## src/rtl/buz_pkg.sv

```systemverilog
package buz_pkg;

    localparam int BZ_TONE_W = 8;
    localparam int BZ_PH_W   = BZ_TONE_W + 1;

    typedef struct packed {
        logic                 vol_mode;
        logic [BZ_PH_W-1:0]   vol_high;
        logic [BZ_TONE_W-1:0] reload;
    } tone_cfg_t;

    // Last phase index of a period: 2N+1
    function automatic logic [BZ_PH_W-1:0] last_phase(input logic [BZ_TONE_W-1:0] n);
        return {n, 1'b1};
    endfunction

    // Number of high clocks in one period for the given settings
    function automatic logic [BZ_PH_W-1:0] high_len(input tone_cfg_t c);
        logic [BZ_PH_W-1:0] lp;
        lp = last_phase(c.reload);
        if (c.vol_mode)
            return (c.vol_high > lp) ? lp : c.vol_high;
        else
            return {1'b0, c.reload} + 1'b1;
    endfunction

endpackage

```

## src/rtl/buz_cfg_shadow.sv

```systemverilog
module buz_cfg_shadow
    import buz_pkg::*;
(
    input  logic      clk,
    input  logic      rst,
    input  logic      run_i,
    input  logic      wrap_i,
    input  tone_cfg_t cfg_i,
    output tone_cfg_t cfg_o
);
    tone_cfg_t cfg_q;

    always_ff @(posedge clk) begin
        if (rst)
            cfg_q <= '0;
        else if (!run_i || wrap_i)
            cfg_q <= cfg_i;
    end

    assign cfg_o = cfg_q;

    // settings frozen inside a running period
    a_r5_cfg_frozen_mid_period: assert property (@(posedge clk) disable iff (rst)
        (run_i && !wrap_i) |=> $stable(cfg_q));

endmodule

```

## src/rtl/buz_phase_ctr.sv

```systemverilog
module buz_phase_ctr
    import buz_pkg::*;
#(
    parameter int PH_W = BZ_PH_W
) (
    input  logic            clk,
    input  logic            rst,
    input  logic            run_i,
    input  tone_cfg_t       cfg_i,
    output logic [PH_W-1:0] phase_o,
    output logic            wrap_o
);
    logic [PH_W-1:0] phase_q;
    logic [PH_W-1:0] lp;

    assign lp     = last_phase(cfg_i.reload);
    assign wrap_o = run_i && (phase_q == lp);

    always_ff @(posedge clk) begin
        if (rst || !run_i)
            phase_q <= '0;
        else if (wrap_o)
            phase_q <= '0;
        else
            phase_q <= phase_q + 1'b1;
    end

    assign phase_o = phase_q;

    // phase never leaves the current period
    a_r3_phase_in_period: assert property (@(posedge clk) disable iff (rst)
        phase_q <= lp);

    // stopped generator restarts at phase zero
    a_r2_phase_cleared: assert property (@(posedge clk) disable iff (rst)
        !run_i |=> (phase_q == '0));

endmodule

```

## src/rtl/buz_wave_out.sv

```systemverilog
module buz_wave_out
    import buz_pkg::*;
#(
    parameter int PH_W = BZ_PH_W
) (
    input  logic            clk,
    input  logic            rst,
    input  logic            run_i,
    input  logic            wrap_i,
    input  logic [PH_W-1:0] phase_i,
    input  tone_cfg_t       cfg_i,
    output logic            wave_o
);
    logic wave_q;
    logic [PH_W-1:0] hi;

    assign hi = high_len(cfg_i);

    always_ff @(posedge clk) begin
        if (rst || !run_i)
            wave_q <= 1'b0;
        else
            wave_q <= (phase_i < hi);
    end

    assign wave_o = wave_q;

    // output low after a stopped cycle
    a_r2_idle_low: assert property (@(posedge clk) disable iff (rst)
        !run_i |=> !wave_q);

    // last clock of each period is always low
    a_r7_last_phase_low: assert property (@(posedge clk) disable iff (rst)
        (run_i && wrap_i) |=> !wave_q);

    // phase 0 is high whenever high time is nonzero
    a_r9_start_high: assert property (@(posedge clk) disable iff (rst)
        (run_i && phase_i == '0 && hi != '0) |=> wave_q);

endmodule

```

## src/rtl/buzzer_tone_gen.sv

```systemverilog
module buzzer_tone_gen
    import buz_pkg::*;
#(
    parameter int TONE_W = BZ_TONE_W,
    localparam int PH_W  = TONE_W + 1
) (
    input  logic              clk,
    input  logic              rst,
    input  logic [TONE_W-1:0] tone_val,
    input  logic              tone_run,
    input  logic              vol_mode,
    input  logic [PH_W-1:0]   vol_high,
    output logic              buz_out
);
    tone_cfg_t       cfg_in;
    tone_cfg_t       cfg_act;
    logic [PH_W-1:0] phase;
    logic            wrap;

    assign cfg_in.vol_mode = vol_mode;
    assign cfg_in.vol_high = vol_high;
    assign cfg_in.reload   = tone_val;

    buz_cfg_shadow u_shadow (
        .clk    (clk),
        .rst    (rst),
        .run_i  (tone_run),
        .wrap_i (wrap),
        .cfg_i  (cfg_in),
        .cfg_o  (cfg_act)
    );

    buz_phase_ctr #(.PH_W(PH_W)) u_ctr (
        .clk     (clk),
        .rst     (rst),
        .run_i   (tone_run),
        .cfg_i   (cfg_act),
        .phase_o (phase),
        .wrap_o  (wrap)
    );

    buz_wave_out #(.PH_W(PH_W)) u_wave (
        .clk     (clk),
        .rst     (rst),
        .run_i   (tone_run),
        .wrap_i  (wrap),
        .phase_i (phase),
        .cfg_i   (cfg_act),
        .wave_o  (buz_out)
    );

    // output low straight out of reset
    a_r1_reset_low: assert property (@(posedge clk)
        $past(rst) |-> !buz_out);

endmodule

```

## config.mk

```make
export PLATFORM = sky130hd
export DESIGN_NAME = buzzer_tone_gen
export DESIGN_NICKNAME = d
export VERILOG_FILES = /design/src/rtl/buz_pkg.sv /design/src/rtl/buz_cfg_shadow.sv /design/src/rtl/buz_phase_ctr.sv /design/src/rtl/buz_wave_out.sv /design/src/rtl/buzzer_tone_gen.sv
export SDC_FILE = /design/constraint.sdc
export NUM_CORES = 1
export LEC_CHECK = 0
export BUFFER_PORTS_ARGS = -buffer_cell sky130_fd_sc_hd__clkbuf_2
export CAP_MARGIN = 20
export CELL_PAD_IN_SITES_DETAIL_PLACEMENT = 1
export CELL_PAD_IN_SITES_GLOBAL_PLACEMENT = 1
export CORE_ASPECT_RATIO = 0.8
export CORE_MARGIN = 5
export CORE_UTILIZATION = 38
export DETAILED_ROUTE_END_ITERATION = 10
export PLACE_DENSITY_LB_ADDON = 0.1
export SYNTH_ARGS = -nofsm -noshare
export SYNTH_HDL_FRONTEND = slang
export SYNTH_SLANG_ARGS = --single-unit
export TNS_END_PERCENT = 100
```

## constraint.sdc

```tcl
create_clock -name clk -period 6.65 [get_ports clk]
set_input_delay 0.3325 -clock clk [delete_from_list [all_inputs] [get_ports clk]]
set_output_delay 0.3325 -clock clk [all_outputs]
set_load 0.005 [all_outputs]
```

==> qor.csv, run 1 <==
stage;metric;value;unit
global_routing;grt_pass1_wl;8070;um
drt;wl_per_cell;17.0;um
synthesis;synthesis.area;0.00184;mm2
sta;worstMarginPinSlew;0.671;ns
pwr;p_sw;0.000121;W
synthesis;synth-async-reset-ratio;0;
drt;drtIter0Drc;140;
worst_setup_path;path_class;flop to flop;
sta;skew;0.00416;ns
pwr;seqPwrFrac;0.453;
final_layout;syn_to_final_growth;10.6;%
final_layout;diodes;0;
pwr;p_int;0.000297;W
pwr;ir_drop;0.0700;mV
synthesis;yosys_warnings;0;
worst_hold_path;hold_path.class;input port to flop;
drt;postRouteAntennaNets;0;
worst_setup_path;worst-path-stages;13;
pwr;swShare;0.290;
synthesis;syn-num-nets;249;
cts;cts.repair.resized;0;
synthesis;yosysTopAreaCellShare;0.304;
sta;slew_violations;0;
sta;relSlewSlack;0.552;
pwr;clkPwrFrac;0.336;
synthesis;ys_seq_elements;28;
place;place_hpwl;3830;um
global_routing;overflow;0;
worst_setup_path;crit_family;compound AO/OA/AOI/OAI gates;
die;rows;22;
cts;numCtsBuffers;3;
synthesis;yosys.area.top_type;dfxtp_1;
global_routing;track_usage;0.163;
place;place.gp.congestion;0.835;
sta;setup_viol;0;
global_routing;grt_max_degree;21;
pwr;powerDensity;205;mW/mm2
cts;cts_root_buffer;clkbuf_8;
cts;clock_latency;0.29;ns
die;start_util;0.396;
worst_hold_path;min_path_cells;3;
die;die_area;0.00635;mm2
die;fp.dieW;87.8;um
worst_setup_path;crit_fanout;7;
worst_setup_path;path_buf_inv;1;
worst_setup_path;crit_chain;inv_1 -> ha_1 -> a21o_1 -> a21o_1 -> a211oi_2 -> o21ai_0 -> a31o_1 -> ha_1 -> nand4_1 -> nor2_1 -> nand3b_1 -> o22ai_1 -> nor2_1;
cts;cts_tree;done;
outcome;status;complete, no violations;
sta;fin_crit_sh;0.486;
cts;cts_sinks;28;
sta;rsz0062_at_grt;no;
synthesis;ys.flop_type;dfxtp_1;
sta;finalHoldViolCount;0;
cts;hold_buffers;0;
synthesis;synth_edf_count;0;
sta;tns;0;ns
die;core;0.00465;mm2
drt;drc_errors;0;
final_layout;drive_gt1_frac;0.137;
worst_setup_path;crit_slowest_cell;dfxtp_1;
synthesis;synth_area_per_cell;8.77;um2
drt;vias;1529;
worst_setup_path;critPathMaxStageDelay;0.48;ns
global_routing;grt_antenna_before_repair;0;
job;maxCapViolCount;0;
drt;dr.pass1.iters;4;
sta;min_period;3.23;ns
cts;clkTransAtPathRegs;0.10;ns
die;dieHeight;72.3;um
cts;clock_path_buffers;2;
worst_setup_path;rr_worst_depth;13;
place;io_buffers;21;
drt;viasPerCell;5.35;
worst_setup_path;worst_setup_path_start_kind;flop;
place;placedInstanceArea;0.00197;mm2
final_layout;fin_area;0.00204;mm2
synthesis;ys_types;34;
worst_setup_path;crit_required;6.84;ns
synthesis;synth_area_leaders;dfxtp_1 (30%), ha_1 (12%), mux2i_1 (9.8%);
global_routing;grt_pass1_vias;1596;
sta;max_freq;310;MHz
die;io_pins;22;
drt;drt-total-wl;4860;um
final_layout;fillerInstances;565;
worst_setup_path;end_kind;flop;
pwr;comb_power_share;0.211;
pwr;leakagePower;0.874;nW
pwr;total_power;0.000418;W
final_layout;nets;266;
synthesis;synth_cells;210;
worst_setup_path;worstPathArrival;3.42;ns
cts;cts_setup_buffers;0;
synthesis;ys_seq_area_frac;0.304;
cts;htree_levels;1;
==> routing by layer <==
metal	track usage	wire [um]
met5	0	0
met4	0.0290	31
met3	0.0306	205
met2	0.266	2180
met1	0.226	2440
==> power groups by stage <==
| stage | combinational, W | sequential (W) | clock, W |
|---|---|---|---|
| final | 0.0000881 | 0.000189 | 0.000140 |
| after global routing | 0.0000984 | 0.000191 | 0.000150 |
| after CTS | 0.0000886 | 0.000189 | 0.000144 |
| after detailed placement | 0.0000873 | 0.000193 | 0 |
| after global placement | 0.0000848 | 0.000193 | 0 |
| after floorplan | 0.0000702 | 0.000186 | 0 |
==> state kept, by name, indices dropped and copies added (netlist names) <==
signal,count
u_wave.wave_o,1
u_shadow.cfg_o,18
u_ctr.phase_o,9
==> synth_stat cells, types with 2 or more instances <==
| master | number |
|---|---|
| nand4_1 | 6 |
| and3_1 | 2 |
| xnor2_1 | 17 |
| nor2_1 | 38 |
| a21o_1 | 4 |
| ha_1 | 18 |
| inv_1 | 9 |
| clkbuf_1 | 4 |
| buf_6 | 3 |
| nor3_1 | 2 |
| nand3_1 | 11 |
| mux2i_1 | 18 |
| nand2_1 | 6 |
| a21oi_1 | 5 |
| o31ai_1 | 5 |
| o22ai_1 | 6 |
| dfxtp_1 | 28 |
| xor2_1 | 4 |
| a21boi_1 | 5 |
| a31o_1 | 2 |
| o21ai_0 | 4 |
==> per-stage QoR <==
step	cells	util	setup slack, ns	hold slack (ns)
3_5_place_dp	282	0.423	3.47	0.534
3_3_place_gp	282	0.423	3.44	0.510
6_report	286	0.438	3.42	0.273
5_1_grt	286	0.438	3.20	0.272
2_1_floorplan	210	-	3.97	0.450
4_1_cts	286	0.438	3.43	0.274
==> cells in the final DEF, fill, tap and decap left out, types with 2 or more instances in the layout <==
cell type,synthesis,routed
a21boi_1,5,5
a21o_1,4,4
a21oi_1,5,5
a31o_1,2,2
and3_1,2,2
clkbuf_2,0,21
clkbuf_8,0,3
dfxtp_1,28,28
ha_1,18,18
inv_1,9,9
mux2i_1,18,18
nand2_1,6,6
nand3_1,11,11
nand4_1,6,6
nor2_1,38,38
nor3_1,2,2
o21ai_0,4,4
o22ai_1,6,6
o31ai_1,5,5
xnor2_1,17,17
xor2_1,4,4
==> worst paths after layout <==
| check | end | slack [ns] | startpoint |
|---|---|---|---|
| max | u_wave.wave_o | 3.42 | u_shadow.cfg_o[0] |
| min | u_shadow.cfg_o[0] | 0.27 | tone_val[0] |
| max reg2reg | u_wave.wave_o | 3.42 | u_shadow.cfg_o[0] |
| min reg2reg | u_ctr.phase_o[0] | 0.55 | u_ctr.phase_o[0] |
==> worst register-to-register path: cells and delay by family, from the launching register on <==
| family | cells | cell delay [ns] |
|---|---|---|
| compound gates | 6 | 1.50 |
| fa+ha+maj | 2 | 0.65 |
| buf+inv | 1 | 0.14 |
| flops | 1 | 0.48 |
| simple gates | 4 | 0.36 |
==> area by class of cell <==
type | instances | area, um2 | share of cell area
repair buffers | 22 | 113 | 0.0553
flip-flops and latches | 28 | 561 | 0.275
clock buffers | 3 | 41.3 | 0.0203
clock inverters | 1 | 30.0 | 0.0147
multi-input cells | 163 | 1180 | 0.581
well taps | 60 | 75.1 | 0.0369
inverters | 9 | 33.8 | 0.0166
==> logic make-up after synthesis <==
logic type / synth area share
muxes: 0.106
and+or+nand+nor: 0.168
xor gates and xnor gates: 0.0999
adders and majority gates: 0.122
AOI/OAI and AO/OA: 0.142
buffers and inverters: 0.0577
DFF: 0.304
Note: power is estimated with default switching activity, not from simulation.
==> inputs of run 2 (changes only) <==
==> constraint.sdc (replaced) <==
create_clock -name clk -period 3.4 [get_ports clk]
set_input_delay 0.17 -clock clk [delete_from_list [all_inputs] [get_ports clk]]
set_output_delay 0.17 -clock clk [all_outputs]
set_load 0.005 [all_outputs]
==> run 2 against run 1 <==
Against the previous run:
- die area is the same
- fmax up 3.0%
- sequential share of layout area is 0.40 points lower
- clock-buffer cell count unchanged
==> qor.csv, run 2 (synthesized netlist as in run 1, its figures left out) <==
stage;metric;value;unit;change
outcome;status;complete, no violations;;
pwr;ir_drop;0.156;mV;+120%
sta;fin_ws;0.264;ns;-3.16 ns
final_layout;final_cell_mix;nor2_1 (38), dfxtp_1 (28), clkbuf_2 (21);;
pwr;leakagePower;0.895;nW;+2.4%
drt;vias;1546;;+1.1%
cts;htree_levels;1;;unchanged
cts;cts_sinks;28;;unchanged
place;pre_cts_slack;0.303;ns;-3.17 ns
die;core;0.00465;mm2;unchanged
final_layout;syn_to_final_growth;12.2;%;
sta;worstMarginPinSlew;0.694;ns;+0.0223 ns
drt;drtIter0Drc;81;;-42%
place;place_hpwl;4000;um;+4.5%
sta;tns;0;ns;unchanged
global_routing;track_usage;0.168;;+0.00562
global_routing;grt_pass1_wl;8370;um;+3.7%
worst_hold_path;hold_path.class;input port to flop;;
cts;hold_buffers;0;;unchanged
global_routing;grt_pass1_vias;1645;;+3.1%
sta;timing.hold.ws;0.118;ns;-0.155 ns
cts;clkTransAtPathRegs;0.11;ns;about the same
sta;setup_viol;0;;unchanged
die;io_pins;22;;unchanged
final_layout;area.sequential;561;um2;unchanged
final_layout;drive_gt1_frac;0.152;;+0.0150
die;rows;22;;unchanged
worst_setup_path;rr_worst_depth;13;;unchanged
drt;viasPerCell;5.33;;-0.28%
sta;finalHoldViolCount;0;;unchanged
worst_setup_path;end_kind;flop;;
drt;postRouteAntennaNets;0;;unchanged
place;place.gp.congestion;0.929;;+11%
drt;drc_errors;0;;unchanged
cts;cts_tree;done;;
worst_setup_path;rrSetupSlack;0.26;ns;-3.16 ns
cts;cts_root_buffer;clkbuf_8;;
sta;relSlewSlack;0.537;;-0.0149
sta;skew;0.00425;ns;+0.0000943 ns
worst_setup_path;crit_fanout;7;;unchanged
final_layout;nets;270;;+1.5%
cts;numCtsBuffers;3;;unchanged
sta;slew_violations;0;;unchanged
die;fp.dieW;87.8;um;unchanged
cts;cts.repair.resized;0;;unchanged
sta;min_period;3.14;ns;-0.0945 ns
sta;rsz0062_at_grt;no;;
worst_setup_path;path_class;flop to flop;;
drt;wl_per_cell;17.3;um;+1.8%
worst_setup_path;worst_setup_path_start_kind;flop;;
cts;clock_path_buffers;2;;unchanged
global_routing;grt_antenna_before_repair;0;;unchanged
cts;cts_setup_buffers;0;;unchanged
worst_hold_path;min_path_cells;3;;unchanged
final_layout;multi_input_area;0.00118;mm2;unchanged
sta;fin_crit_sh;0.922;;+0.437
worst_setup_path;crit_required;3.63;ns;-3.21 ns
worst_setup_path;regToRegEndpoint;u_wave.wave_o;;
final_layout;largest_reg_flops;18;;unchanged
drt;dr.pass1.iters;4;;unchanged
worst_hold_path;hp-start;vol_high[6];;
job;maxCapViolCount;0;;unchanged
global_routing;overflow;0;;unchanged
final_layout;fillerInstances;559;;-1.1%
final_layout;diodes;0;;unchanged
global_routing;grt_max_degree;21;;unchanged
die;start_util;0.396;;unchanged
sta;max_freq;319;MHz;+3.0%
die;die_area;0.00635;mm2;unchanged
place;io_buffers;21;;unchanged
drt;drt-total-wl;5010;um;+3.2%
worst_hold_path;hold_end;u_shadow.cfg_o[14];;
worst_setup_path;worstPathArrival;3.37;ns;-0.05 ns
cts;clock_latency;0.28;ns;about the same
die;dieHeight;72.3;um;unchanged
pwr;powerDensity;399;mW/mm2;+94%
worst_setup_path;rr_startpoint;u_shadow.cfg_o[0];;
final_layout;layout_commonest_cell;nor2_1;;
run 2: worst max path at each step:
| stage | slack, ns | from | end | cells past startpoint |
|---|---|---|---|---|
| after floorplan | 0.72 | u_shadow.cfg_o[0] | u_wave.wave_o | 13 |
| after global placement | 0.33 | u_shadow.cfg_o[0] | u_wave.wave_o | 13 |
| after detailed placement | 0.30 | u_shadow.cfg_o[0] | u_wave.wave_o | 13 |
| after CTS | 0.28 | u_shadow.cfg_o[0] | u_wave.wave_o | 13 |
| after global routing | 0.02 | u_shadow.cfg_o[0] | u_wave.wave_o | 13 |
| final | 0.26 | u_shadow.cfg_o[0] | u_wave.wave_o | 13 |
run 2: layout make-up:
class,count,share of cell area
clock inverters,1,0.0145
repair buffers,26,0.0690
inverters,9,0.0163
flip-flops and latches,28,0.271
well taps,60,0.0363
clock buffers,3,0.0200
multi-input cells,163,0.573
run 2: stage by stage:
step | power, W | cell area (um2) | instances | utilization
global route | 0.000869 | 2070 | 290 | 0.444
finish | 0.000824 | 2070 | 290 | 0.444
floorplan | 0.000500 | 1840 | 210 | -
global placement | 0.000550 | 2000 | 286 | 0.429
detailed placement | 0.000556 | 2000 | 286 | 0.429
CTS | 0.000838 | 2070 | 290 | 0.444
run 2: layer usage:
metal / GRT usage / part of all wire
met2: 0.266 / 0.44
met1: 0.240 / 0.51
met5: 0 / 0
met3: 0.0341 / 0.040
met4: 0.0290 / 0.0090
run 2: critical path, stage by stage, from the launching register on:
cell,delay [ns]
dfxtp_1,0.44
inv_1,0.11
ha_1,0.34
a21o_1,0.19
a21o_1,0.21
a211oi_2,0.50
o31ai_1,0.20
o22ai_1,0.22
ha_1,0.28
a21oi_1,0.14
nor2b_1,0.06
o21ai_0,0.16
nand4_1,0.11
nor2_1,0.11
run 2: power breakdown:
| group | leakage (nW) | switching [W] | internal (W) |
|---|---|---|---|
| Combinational | 0.630 | 0.000101 | 0.0000817 |
| Clock | 0.0357 | 0.000118 | 0.000158 |
| Sequential | 0.230 | 0.0000206 | 0.000344 |
| Total | 0.895 | 0.000240 | 0.000584 |
